**config.mk**
```make
export PLATFORM = sky130hd
export DESIGN_NAME = adcrx_top
export DESIGN_NICKNAME = d
export VERILOG_FILES = /design/src/rtl/adcrx_pkg.sv /design/src/rtl/adcrx_lane.sv /design/src/rtl/adcrx_ovf_split.sv /design/src/rtl/adcrx_top.sv
export SDC_FILE = /design/constraint.sdc
export NUM_CORES = 1
export LEC_CHECK = 0
export BUFFER_PORTS_ARGS = -buffer_cell sky130_fd_sc_hd__buf_2
export CORE_ASPECT_RATIO = 1.2
export CORE_UTILIZATION = 25
export DETAILED_ROUTE_END_ITERATION = 10
export GPL_ROUTABILITY_DRIVEN = 0
export SYNTH_ARGS = -nofsm -noshare
export SYNTH_HDL_FRONTEND = slang
export SYNTH_HIERARCHICAL = 1
export SYNTH_SLANG_ARGS = --single-unit
export TNS_END_PERCENT = 1
```
**constraint.sdc**
```tcl
create_clock -name clk -period 1.23 [get_ports clk]
set_input_delay 0.123 -clock clk [delete_from_list [all_inputs] [get_ports clk]]
set_output_delay 0.123 -clock clk [all_outputs]
set_load 0.05 [all_outputs]
```
**src/rtl/adcrx_pkg.sv**
```systemverilog
package adcrx_pkg;
  typedef enum logic {MODE_FULL = 1'b0, MODE_DDR = 1'b1} cap_mode_e;
  localparam int NUM_CH = 2;
endpackage

```
**src/rtl/adcrx_lane.sv**
```systemverilog
module adcrx_lane #(
  parameter int W = 14
) (
  input  logic         clk,
  input  logic         ddr,
  input  logic [W-1:0] pins,
  output logic [W-1:0] word
);
  localparam int HALF = W / 2;

  logic [W-1:0]    rise_q;
  logic [HALF-1:0] fall_q;

  // rising half: all pins (full rate) or even bits (double data rate)
  always_ff @(posedge clk) rise_q <= pins;

  // falling half: odd bits carried on the low pins
  always_ff @(negedge clk) fall_q <= pins[HALF-1:0];

  for (genvar k = 0; k < HALF; k++) begin : g_pair
    always_comb begin
      if (ddr) begin
        word[2*k]   = rise_q[k];
        word[2*k+1] = fall_q[k];
      end else begin
        word[2*k]   = rise_q[2*k];
        word[2*k+1] = rise_q[2*k+1];
      end
    end
  end
endmodule

```
**src/rtl/adcrx_ovf_split.sv**
```systemverilog
module adcrx_ovf_split (
  input  logic clk,
  input  logic ddr,
  input  logic ovr_a,
  input  logic ovr_b,
  output logic flag_a,
  output logic flag_b
);
  logic rise_a, rise_b, fall_s;

  always_ff @(posedge clk) begin
    rise_a <= ovr_a;
    rise_b <= ovr_b;
  end

  // second half of the shared overflow pin belongs to channel B
  always_ff @(negedge clk) fall_s <= ovr_a;

  always_comb begin
    flag_a = rise_a;
    flag_b = ddr ? fall_s : rise_b;
  end
endmodule

```
**src/rtl/adcrx_top.sv**
```systemverilog
module adcrx_top
  import adcrx_pkg::*;
#(
  parameter int W = 14
) (
  input  logic         clk,
  input  logic         rst,
  input  logic         ddr_mode,
  input  logic [W-1:0] dat_a,
  input  logic [W-1:0] dat_b,
  input  logic         ovr_a,
  input  logic         ovr_b,
  output logic [W-1:0] smp_a,
  output logic [W-1:0] smp_b,
  output logic         flag_a,
  output logic         flag_b,
  output logic         valid
);
  cap_mode_e mode_q;
  logic      have_rise;
  logic      ddr;
  logic [NUM_CH-1:0][W-1:0] pins;
  logic [NUM_CH-1:0][W-1:0] words;
  logic      fa, fb;

  assign ddr     = (mode_q == MODE_DDR);
  assign pins[0] = dat_a;
  assign pins[1] = dat_b;

  // mode is latched only while reset is held
  always_ff @(posedge clk) begin
    if (rst) mode_q <= cap_mode_e'(ddr_mode);
  end

  // marks that a rising half has been taken since reset release
  always_ff @(posedge clk) begin
    if (rst) have_rise <= 1'b0;
    else     have_rise <= 1'b1;
  end

  for (genvar c = 0; c < NUM_CH; c++) begin : g_ch
    adcrx_lane #(.W(W)) u_lane (
      .clk (clk),
      .ddr (ddr),
      .pins(pins[c]),
      .word(words[c])
    );
  end

  adcrx_ovf_split u_ovf (
    .clk   (clk),
    .ddr   (ddr),
    .ovr_a (ovr_a),
    .ovr_b (ovr_b),
    .flag_a(fa),
    .flag_b(fb)
  );

  always_ff @(posedge clk) begin
    if (rst) begin
      smp_a  <= '0;
      smp_b  <= '0;
      flag_a <= 1'b0;
      flag_b <= 1'b0;
      valid  <= 1'b0;
    end else if (have_rise) begin
      smp_a  <= words[0];
      smp_b  <= words[1];
      flag_a <= fa;
      flag_b <= fb;
      valid  <= 1'b1;
    end
  end


  valid_first_chk: assert property (@(posedge clk) disable iff (rst)
    $past(rst) |-> !valid);


  valid_hold_chk: assert property (@(posedge clk) disable iff (rst)
    valid |=> valid);


  mode_hold_chk: assert property (@(posedge clk) disable iff (rst)
    !$past(rst) |-> $stable(mode_q));


  fr_data_chk: assert property (@(posedge clk) disable iff (rst)
    (!ddr && valid) |-> (smp_a == $past(dat_a, 2) && smp_b == $past(dat_b, 2)));


  fr_ovf_chk: assert property (@(posedge clk) disable iff (rst)
    (!ddr && valid) |-> (flag_a == $past(ovr_a, 2) && flag_b == $past(ovr_b, 2)));


  ddr_ovf_a_chk: assert property (@(posedge clk) disable iff (rst)
    (ddr && valid) |-> flag_a == $past(ovr_a, 2));
endmodule

```
== Yosys cells after proc, flatten, opt, wreduce, memory -nomap -nowiden ==
Index checks and enable logic that the tools add are counted.
Word-level totals
  register bits after elaboration: 78
  bits in latches: 0
  memory bits (writable): 0
  memory bits (read-only): 0
  word-level logic and storage cells: 30
  memories kept: 0
Cells by class
  add/sub/neg operators: 0
  multipliers: 0
  divide/modulo/power cells: 0
  magnitude comparators: 0
  equality and inequality tests: 0
  shifts and indexed selects: 0
  mux-type cells: 16
  bitwise operators: 0
  reductions and logical operators: 0
Operator list (count)
  two-way mux 2 bit: 14
  two-way mux 1 bit: 2

== Depth between registers and ports, before layout ==
Gate-level depths: netlist of run 1.
  depth after elaboration: 1
  gate-level depth with buffers: 4
  mapped depth without buffers: 3

== Cells and area by module ==
The synthesis of run 1 kept the hierarchy.
By module, submodules not included
  adcrx_lane: instances 2, cells each 37, area each 626.9 µm²
  adcrx_top: instances 1, cells each 103, area each 1179.9 µm²
  adcrx_ovf_split: instances 1, cells each 5, area each 78.8 µm²

==> results of run 1 <==
==> per-layer routing <==
metal / vias to the layer above / track usage (%) / part of all wire [%]
li1: 823 / - / -
met1: 741 / 11.7 / 45
met2: 39 / 17.0 / 49
met3: 7 / 4.10 / 4.3
met4: 0 / 6.15 / 2.0
met5: - / 0 / 0
==> power by group through the flow <==
| stage | logic [uW] | clock network [uW] | registers (uW) |
|---|---|---|---|
| final | 838 | 3100 | 2770 |
| after global routing | 887 | 3360 | 2780 |
| after CTS | 848 | 3190 | 2770 |
| after detailed placement | 760 | 90.6 | 2820 |
| after global placement | 753 | 90.6 | 2810 |
| after floorplan | 321 | 90.6 | 3060 |
==> metrics by stage <==
step / total power (uW) / cell area [um^2] / util (%) / hold slack, ns
2_1_floorplan: 3470 / 2510 / - / 0.151
3_3_place_gp: 3660 / 2970 / 30.7 / 0.227
3_5_place_dp: 3670 / 2970 / 30.7 / 0.227
4_1_cts: 6810 / 3680 / 38.1 / 0.121
5_1_grt: 7030 / 3680 / 38.1 / 0.128
6_report: 6710 / 3680 / 38.1 / 0.118
==> cell type report <==
type                            count  area share [%]
Inverter                            1           0.102
Tap cell                          123            4.18
Multi-Input combinational cell     89            22.2
Clock buffer                       14            8.36
Sequential cell                    78            42.7
Timing Repair Buffer              100            19.9
Clock inverter                     17            2.48
==> cells in the final DEF, fill, tap and decap left out <==
cell	n
buf_12	5
buf_2	63
buf_4	1
bufinv_16	1
clkbuf_1	2
clkbuf_16	12
clkinv_2	1
dfxtp_1	76
dfxtp_2	1
dlygate4sd3_1	31
edfxtp_1	1
inv_1	16
mux2_2	2
mux2_4	25
mux2i_1	30
nor2_1	32
==> worst max-delay path, stage by stage (launching register included) <==
cell     delay [ns]
dfxtp_1        0.30
mux2_4         0.25
mux2i_1        0.14
nor2_1         0.05
==> timing repair <==
item                                    4_1_cts  5_1_grt
endpoints found under the setup margin       27       27
hold buffers                                 31        0
hold endpoints to repair                     31        0
gates resized for setup                       4        0
pin swaps                                     0        7
==> worst max-delay path by stage <==
stage	startpoint	to	slack (ns)	cells past startpoint
global placement	g_ch[1].u_lane/fall_q[5]	smp_b[11]	-0.21	3
global route	g_ch[0].u_lane/fall_q[6]	smp_a[13]	-0.33	3
finish	g_ch[0].u_lane/fall_q[4]	smp_a[9]	-0.29	3
floorplan	g_ch[1].u_lane/fall_q[5]	smp_b[11]	-0.19	3
CTS	g_ch[0].u_lane/fall_q[4]	smp_a[9]	-0.29	3
detailed placement	u_ovf/fall_s	flag_b	-0.23	3
==> cells by family (layout without fill, tap and decap cells) <==
family	Yosys count	in the layout	share of synthesized area (%)
buf+inv	15	132	5.48
simple gates	32	32	4.78
flops	78	78	62.5
mux	57	57	27.2
==> state kept, by name, summed over array words and instances (netlist names) <==
register and cells:
g_ch.u_lane/fall_q 14, valid 1, flag_b 1, smp_b 14, u_ovf/flag_a 1, u_ovf/fall_s 1
g_ch.u_lane/rise_q 28, smp_a 14, ddr 1, flag_a 1, u_ovf/rise_b 1, have_rise 1
==> flow_summary_export.csv, run 1 <==
group,metric,value,unit
critical_path,rrSetupSlack,-0.29,ns
hold_path,worstHoldPathCells,2,
clock_network,tritoncts,"built",
logic_synthesis,post_synth_most_frequent_cells,"77 x dfxtp_1, 32 x nor2_1, 30 x mux2i_1",
timing,max_slew.worst_pin.slew,0.267,ns
run,max_cap_violations,0,
final_layout,final-seq-area,1570,um^2
clock_network,clock_path_buffers,2,
timing,final-max-slew-violation-count,0,
clock_network,clock_tree.htree_level_count,3,
run_status,failed_checks,"negative setup slack",
logic_synthesis,synth_most_common_cell,"dfxtp_1",
logic_synthesis,mappedNetlistNets,215,
final_layout,fillCellCount,951,
final_layout,final_cells,422,
power,seq_power_share,41.2,%
final_layout,multiInputGateArea,818,um^2
power,p_switching,1630,uW
critical_path,worst_setup_path_start_kind,"flop",
timing,worst_clock_skew,0.0626,ns
drt,firstDrtPassIters,4,
critical_path,critical_path_capture_point_type,"flop",
global_route,maximum_number_of_pins_on_one_net_before_global_route_repair,19,
placement,numPlacedInstances,363,
timing,slew_headroom,82.3,%
logic_synthesis,yosysTopAreaCellShare,61.4,%
global_route,total_global_routing_overflow,0,
logic_synthesis,number_of_enable_type_register_cells_in_the_synthesized_netlist,1,
drt,routed_via_density,3.82,
clock_network,cts_sinks,78,
logic_synthesis,synth_area,2510,um^2
logic_synthesis,synth-warning-count,6,
drt,remaining_routing_drc_violations,0,
power,cellInternalPower,5080,uW
drt,final_antenna_net_count,0,
floorplan,pin_count,64,
placement,numPortBuffers,63,
critical_path,r2r_end,"smp_a[9]",
logic_synthesis,syn-instance-count,182,
critical_path,critical_path.reg2reg.startpoint,"g_ch[0].u_lane/fall_q[4]",
logic_synthesis,synth.area.top_cells,"dfxtp_1 61%, mux2_4 13%, mux2i_1 12%, nor2_1 4.8%, mux2_2 2.7%",
logic_synthesis,yosysSeqAreaShare,62.5,%
global_route,global_route_wire_length_before_repair,7910,um
final_layout,area_delta_synth_final,46.5,%
timing,total_negative_slack_for_setup_checks,-4.37,ns
clock_network,cts_root_buffer,"clkbuf_16",
global_route,vias_in_the_first_global_route,1602,
logic_synthesis,netlist.top_cell.by_area,"dfxtp_1",
power,power.density,1820,nW/um^2
floorplan,start_util,26.0,%
power,clock_network_power_share,46.3,%
floorplan,std_cell_rows,39,
drt,detail_route.wl_per_cell,11.9,um
placement,dp_hpwl,3440,um
critical_path,classification_of_the_worst_setup_path,"flop to flop",
hold_path,worst_hold_path.endpoint,"flag_b",
clock_network,clk_latency,0.39,ns
timing,grt_setup_unrepaired,"true",
floorplan,die_w,93.5,um
drt,postRouteWirelength,5010,um
drt,dr_total_vias,1610,
logic_synthesis,synth_cell_types,12,
clock_network,numCtsBuffers,9,
run_status,run_status,"finished with violations",
logic_synthesis,ys_async_sr_fraction,0,%
hold_path,hp-class,"input port to flop",
placement,post-place-ws,-0.232,ns
final_layout,nets,327,
logic_synthesis,postSynthAreaPerCell,13.8,um^2
critical_path,worstPathRequired,1.45,ns
power,power.leakage,0.00182,uW
clock_network,path_clk_slew,0.06,ns
critical_path,critical_path_peak_fanout,1,
floorplan,floorplan.die.height,112,um
clock_network,post-cts-setup-buffers,0,
power,ir_worst_vdd,0.000943,V
critical_path,cp_data_arrival_time,1.75,ns
power,combinationalPowerShare,12.5,%
logic_synthesis,synth_top_flop_cell,"dfxtp_1",
floorplan,dieArea,10500,um^2
logic_synthesis,number_of_flip_flops_and_latches_in_the_synthesized_netlist,78,
final_layout,fraction_of_layout_instances_using_a_drive_strength_above_1,37.1,%
global_route,grt_antenna_before_repair,0,
global_route,global_route.usage.total,10.6,%
timing,post-route-worst-setup-slack,-0.292,ns
floorplan,coreArea,9660,um^2
drt,drt_first_iter_violations,52,
critical_path,reg2regPathDepth,3,
final_layout,antennaDiodeCount,0,
timing,setup_viol,27,
timing,hold_violations,0,
power,sw_frac_of_total,24.3,%
hold_path,hold_path.startpoint,"rst",
Power figures use the tool's default switching activity.
==> run 2: changes to the inputs <==
--- a/config.mk
+++ b/config.mk
@@ -9,7 +9,7 @@
 export CORE_ASPECT_RATIO = 1.2
 export CORE_UTILIZATION = 25
 export DETAILED_ROUTE_END_ITERATION = 10
-export GPL_ROUTABILITY_DRIVEN = 0
+export GPL_TIMING_DRIVEN = 0
 export SYNTH_ARGS = -nofsm -noshare
 export SYNTH_HDL_FRONTEND = slang
 export SYNTH_HIERARCHICAL = 1
==> run 2 against run 1 <==
  * The flow still finishes with violations (negative setup slack)
  * Sequential power about the same
  * Worst setup slack worse by 0.022 ns
  * Total power down 7.7%
  * First-iteration DRC count down 56%
  * Critical endpoint is now smp_b[7]
  * Routed wire length up 0.98%
  * Global-route usage up 0.14 points
  * Sequential share of layout area up 0.57 points
  * Critical path depth unchanged
  * Cell count up 1.7%
  * Via count up 0.81%
  * Clock skew up 0.0040 ns
==> flow_summary_export.csv, run 2 (synthesis results as in run 1) <==
group,metric,value,unit
final_layout,multiInputGateArea,803,um^2
final_layout,largest_register_ffs,28,
placement,dp_hpwl,3470,um
critical_path,setup.worst_path.end,"smp_b[7]",
clock_network,clock_tree.htree_level_count,3,
final_layout,antennaDiodeCount,0,
power,power.leakage,0.00179,uW
drt,final_antenna_net_count,0,
power,ir_worst_vdd,0.000902,V
clock_network,cells_resized_by_post_cts_repair,0,
critical_path,r2r_end,"smp_b[7]",
clock_network,cts_root_buffer,"clkbuf_16",
final_layout,post-route-util,37.6,%
drt,firstDrtPassIters,2,
final_layout,fillCellCount,956,
clock_network,tritoncts,"built",
critical_path,list_of_cells_traversed_by_the_critical_path,"mux2_4, mux2i_1, nor2_1",
timing,final-max-slew-violation-count,0,
global_route,grt_antenna_before_repair,0,
final_layout,nets,334,
timing,max_slew.worst_pin.slew,0.576,ns
timing,final.hold.worst_slack,0.0697,ns
critical_path,critical_path_peak_fanout,1,
global_route,global_route_wire_length_before_repair,8140,um
timing,slew_headroom,61.6,%
timing,grt_setup_unrepaired,"true",
timing,worst_clock_skew,0.0665,ns
final_layout,most-common-layout-cells,"77 x dfxtp_1, 65 x buf_2, 32 x nor2_1, 31 x dlygate4sd3_1, 30 x mux2i_1",
drt,routed_via_density,3.78,
floorplan,coreArea,9660,um^2
clock_network,clock_path_buffers,2,
critical_path,critical_path_capture_point_type,"flop",
critical_path,critical_path.startpoint,"g_ch[1].u_lane/fall_q[3]",
clock_network,path_clk_slew,0.06,ns
floorplan,start_util,26.0,%
final_layout,area_delta_synth_final,44.5,%
power,clock_network_power_share,41.9,%
hold_path,hp-class,"input port to flop",
final_layout,registers.top_by_ff_count,"g_ch.u_lane/rise_q",
global_route,global_route.usage.total,10.7,%
global_route,maximum_number_of_pins_on_one_net_before_global_route_repair,13,
drt,dr_total_vias,1623,
drt,detail_route.wl_per_cell,11.8,um
power,seq_power_share,44.6,%
global_route,total_global_routing_overflow,0,
floorplan,dieArea,10500,um^2
timing,hold_violations,0,
critical_path,cp_data_arrival_time,1.73,ns
clock_network,numCtsBuffers,9,
final_layout,fraction_of_layout_instances_using_a_drive_strength_above_1,37.9,%
power,cellInternalPower,4610,uW
power,sw_frac_of_total,25.6,%
clock_network,cts_sinks,78,
critical_path,worstPathRequired,1.42,ns
placement,gp_routability_congestion,0.728,
floorplan,floorplan.die.height,112,um
critical_path,critical_path.reg2reg.startpoint,"g_ch[1].u_lane/fall_q[3]",
final_layout,most_common_library_cell_in_the_layout_ignoring_fill_and_taps,"dfxtp_1",
power,p_switching,1580,uW
run_status,run_status,"finished with violations",
run,max_cap_violations,0,
drt,remaining_routing_drc_violations,0,
clock_network,clk_latency,0.39,ns
critical_path,classification_of_the_worst_setup_path,"flop to flop",
critical_path,critical_path.max_stage_delay,0.30,ns
timing,post-route-worst-setup-slack,-0.314,ns
floorplan,std_cell_rows,39,
critical_path,reg2regPathDepth,3,
drt,drt_first_iter_violations,23,
run_status,failed_checks,"negative setup slack",
floorplan,die_w,93.5,um
final_layout,final-seq-area,1570,um^2
timing,total_negative_slack_for_setup_checks,-5.15,ns
drt,postRouteWirelength,5060,um
timing,setup_viol,27,
power,power.density,1710,nW/um^2
floorplan,pin_count,64,
global_route,vias_in_the_first_global_route,1659,
placement,numPortBuffers,63,
critical_path,rrSetupSlack,-0.31,ns
critical_path,worst_setup_path_start_kind,"flop",
power,combinationalPowerShare,13.5,%
critical_path,worst_path_max_delay_cell,"dfxtp_1",
[run 2: changes by cell type in the layout (fill, tap and decap cells not counted), moves of 2 or more]
cell,delta
mux2_4,-4
clkinv_2,+2
buf_12,-2
buf_6,+3
buf_4,+3
clkbuf_16,-2
mux2_2,+4
buf_2,+2
[run 2: critical path, delay by kind of cell, from the launching register on]
family	cells	cell delay, ns
flops	1	0.30
mux	2	0.38
simple gates	1	0.05
[run 2: power by group through the flow]
stage	Sequential, uW	Clock (uW)	Combinational [uW]
2_1_floorplan	3060	90.6	321
3_3_place_gp	2820	90.6	749
3_5_place_dp	2820	90.6	754
4_1_cts	2770	2680	849
5_1_grt	2780	2840	891
6_report	2760	2590	837
[run 2: worst min path at each step]
| stage | cells after the start | startpoint | end | slack, ns |
|---|---|---|---|---|
| 5_1_grt | 2 | rst | smp_a[12] | 0.06 |
| 2_1_floorplan | 0 | dat_a[0] | g_ch[0].u_lane/rise_q[0] | 0.15 |
| 4_1_cts | 2 | rst | smp_a[12] | 0.06 |
| 3_3_place_gp | 1 | dat_a[7] | g_ch[0].u_lane/rise_q[7] | 0.23 |
| 6_report | 2 | rst | smp_a[12] | 0.07 |
| 3_5_place_dp | 1 | dat_b[11] | g_ch[1].u_lane/rise_q[11] | 0.23 |
[run 2: routing by layer]
layer | up-vias | global-route usage, % | part of all wire (%)
met4 | 0 | 6.15 | 2.3
met1 | 741 | 11.9 | 44
met2 | 36 | 17.6 | 50
li1 | 837 | - | -
met5 | - | 0 | 0
met3 | 9 | 3.69 | 4.5
[run 2: area by class of cell]
class / instances / area share, %
multi-input cells: 89 / 22.1
inverters: 1 / 0.103
repair buffers: 96 / 17.6
plain buffers: 11 / 3.38
clock buffers: 12 / 7.10
well taps: 123 / 4.24
flip-flops and latches: 78 / 43.3
clock inverters: 19 / 2.10
[run 2: timing repair]
action | in CTS | in global routing
hold endpoints to repair | 31 | 0
endpoints found under the setup margin | 27 | 27
buffers inserted | 2 | 0
hold buffers | 31 | 0
[run 2: per-stage QoR]
step           total power (uW)  setup WS [ns]  area [um^2]  std cells
6_report                   6190         -0.314         3630        429
3_5_place_dp               3670         -0.349         2980        368
2_1_floorplan              3470         -0.193         2510        182
4_1_cts                    6290         -0.324         3630        429
5_1_grt                    6510         -0.376         3630        429
3_3_place_gp               3660         -0.325         2980        368
==> run 3: changes to the inputs <==
--- a/config.mk
+++ b/config.mk
@@ -8,6 +8,7 @@
 export BUFFER_PORTS_ARGS = -buffer_cell sky130_fd_sc_hd__buf_2
 export CORE_ASPECT_RATIO = 1.2
 export CORE_UTILIZATION = 25
+export CTS_BUF_LIST = sky130_fd_sc_hd__clkbuf_2
 export DETAILED_ROUTE_END_ITERATION = 10
 export GPL_TIMING_DRIVEN = 0
 export SYNTH_ARGS = -nofsm -noshare
==> constraint.sdc (replaced) <==
create_clock -name clk -period 1.23 [get_ports clk]
set_input_delay 0.0615 -clock clk [delete_from_list [all_inputs] [get_ports clk]]
set_output_delay 0.0615 -clock clk [all_outputs]
set_load 0.05 [all_outputs]
==> run 3 against run 2 <==
  * The flow still finishes with violations (negative setup slack)
  * Cell count up 0.70%
  * Routed wire length rose by 2.1%
  * Non-clock buffer count up 2
  * Register-to-register slack gained 0.06 ns
  * Total power fell by 16%
  * Sequential power barely moved
  * Sequential share of layout area is 0.28 points lower
  * Critical path depth unchanged
  * Worst setup slack improved by 0.064 ns
  * Clock power down 43%
==> flow_summary_export.csv, run 3 (synthesis results as in run 1) <==
group,metric,value,unit
drt,dr_total_vias,1647,
timing,grt_setup_unrepaired,"true",
final_layout,post-route-util,38.4,%
run_status,run_status,"finished with violations",
timing,post-route-worst-setup-slack,-0.250,ns
power,seq_power_share,53.4,%
placement,dp_hpwl,3470,um
final_layout,most-common-layout-cells,"58 x dfxtp_1, 34 x buf_2, 32 x nor2_1, 32 x dlygate4sd3_1, 31 x buf_6",
critical_path,cp_data_arrival_time,1.87,ns
final_layout,fraction_of_layout_instances_using_a_drive_strength_above_1,44.8,%
timing,setup_viol,26,
final_layout,area_delta_synth_final,47.6,%
global_route,vias_in_the_first_global_route,1643,
floorplan,coreArea,9660,um^2
final_layout,nets,336,
floorplan,dieArea,10500,um^2
clock_network,cts_sinks,78,
timing,hold_violations,0,
drt,routed_via_density,3.81,
critical_path,r2r_end,"smp_b[11]",
critical_path,critical_path.startpoint,"g_ch[1].u_lane/fall_q[5]",
critical_path,critical_path_capture_point_type,"flop",
drt,final_antenna_net_count,0,
drt,detail_route.wl_per_cell,12.0,um
power,clock_network_power_share,28.4,%
critical_path,list_of_cells_traversed_by_the_critical_path,"mux2_2, mux2i_1, nor2_1",
run_status,failed_checks,"negative setup slack",
global_route,global_route.usage.total,10.7,%
clock_network,tritoncts,"built",
final_layout,fillCellCount,950,
critical_path,worstPathRequired,1.62,ns
floorplan,pin_count,64,
placement,numPortBuffers,63,
clock_network,cts_root_buffer,"clkbuf_2",
timing,final-max-slew-violation-count,0,
critical_path,critical_path_buf_inv_count,0,
hold_path,hp-class,"input port to flop",
final_layout,registers.top_by_ff_count,"g_ch.u_lane/rise_q",
critical_path,worst_setup_path_start_kind,"flop",
final_layout,largest_register_ffs,28,
final_layout,most_common_library_cell_in_the_layout_ignoring_fill_and_taps,"dfxtp_1",
power,ir_worst_vdd,0.000621,V
timing,max_slew.worst_pin.slew,0.547,ns
drt,firstDrtPassIters,2,
floorplan,std_cell_rows,39,
clock_network,path_clk_slew,0.21,ns
critical_path,critical_path.max_stage_delay,0.30,ns
floorplan,die_w,93.5,um
critical_path,classification_of_the_worst_setup_path,"flop to flop",
global_route,total_global_routing_overflow,0,
drt,drt_first_iter_violations,25,
timing,worst_clock_skew,0.0228,ns
power,combinationalPowerShare,18.2,%
hold_path,worstHoldPathCells,2,
critical_path,critical_path_peak_fanout,1,
power,sw_frac_of_total,28.8,%
power,finalPower,5210,uW
floorplan,start_util,26.0,%
timing,slew_headroom,63.6,%
clock_network,numCtsBuffers,9,
critical_path,reg2regPathDepth,3,
critical_path,critical_path.reg2reg.startpoint,"g_ch[1].u_lane/fall_q[5]",
critical_path,crit_family,"multiplexers",
critical_path,critical_path_cell_count,3,
critical_path,worst_path_max_delay_cell,"dfxtp_1",
clock_network,clock_tree.htree_level_count,3,
clock_network,clock_path_buffers,2,
power,cellInternalPower,3710,uW
clock_network,clk_latency,0.51,ns
power,p_switching,1500,uW
drt,remaining_routing_drc_violations,0,
drt,postRouteWirelength,5170,um
critical_path,setup.worst_path.end,"smp_b[11]",
global_route,grt_antenna_before_repair,1,
critical_path,rrSetupSlack,-0.25,ns
placement,gp_routability_congestion,0.728,
power,power.leakage,0.00178,uW
run,max_cap_violations,0,
global_route,maximum_number_of_pins_on_one_net_before_global_route_repair,13,
power,power.density,1410,nW/um^2
floorplan,floorplan.die.height,112,um
global_route,global_route_wire_length_before_repair,8110,um
## run 3: cell types whose count changed in the layout (fill, tap and decap cells not counted), moves of 10 or more
cell,delta
dfxtp_2,+19
dfxtp_1,-19
clkbuf_2,+11
buf_2,-31
buf_6,+28
clkbuf_16,-10
## run 3: layout make-up
class	instances	area, um^2	share of cell area [%]
diodes	1	2.50	0.0675
clock buffers	11	55.1	1.48
repair buffers	98	857	23.1
flip-flops and latches	78	1600	43.0
inverters	1	3.75	0.101
well taps	123	154	4.15
multi-input cells	89	803	21.7
clock inverters	20	106	2.87
plain buffers	11	131	3.54
## run 3: layer usage
| metal | track usage, % | share of wire (%) |
|---|---|---|
| met1 | 11.6 | 44 |
| met2 | 17.4 | 49 |
| met3 | 4.10 | 4.5 |
| met4 | 6.77 | 2.5 |
| met5 | 0 | 0 |
## run 3: how the worst min path moves through the flow
stage / endpoint / slack, ns / from
after floorplan: g_ch[0].u_lane/rise_q[0] / 0.09 / dat_a[0]
after global placement: g_ch[0].u_lane/rise_q[7] / 0.16 / dat_a[7]
after detailed placement: g_ch[1].u_lane/rise_q[11] / 0.17 / dat_b[11]
after CTS: g_ch[0].u_lane/rise_q[10] / 0.09 / dat_a[10]
after global routing: g_ch[0].u_lane/rise_q[9] / 0.08 / dat_a[9]
final: g_ch[0].u_lane/rise_q[8] / 0.16 / dat_a[8]
## run 3: power by group through the flow
stage / clock network [uW] / registers (uW) / logic, uW
after floorplan: 90.6 / 3060 / 321
after global placement: 90.6 / 2820 / 749
after global routing: 1700 / 2800 / 1000
after CTS: 1550 / 2770 / 919
after detailed placement: 90.6 / 2820 / 754
final: 1480 / 2780 / 946
## run 3: worst register-to-register path: stages (launching register included)
cell	delay (ns)
dfxtp_1	0.30
mux2_2	0.25
mux2i_1	0.16
nor2_1	0.05
## run 3: timing repair
item | CTS | global route
hold buffers | 32 | 0
gates cloned | 0 | 0
buffers inserted | 3 | 0
setup endpoints to repair | 58 | 54
hold endpoints to repair | 52 | 0
gates resized for setup | 38 | 43
## run 3: stage by stage
stage / cells / hold slack [ns] / area (um^2) / TNS (ns) / setup slack, ns
final: 432 / 0.163 / 3710 / -4.26 / -0.250
after global routing: 432 / 0.0763 / 3710 / -5.62 / -0.303
after CTS: 431 / 0.0947 / 3590 / -4.24 / -0.240
after detailed placement: 368 / 0.165 / 2980 / -7.67 / -0.349
after global placement: 368 / 0.164 / 2980 / -7.23 / -0.325
after floorplan: 182 / 0.0892 / 2510 / -3.45 / -0.193
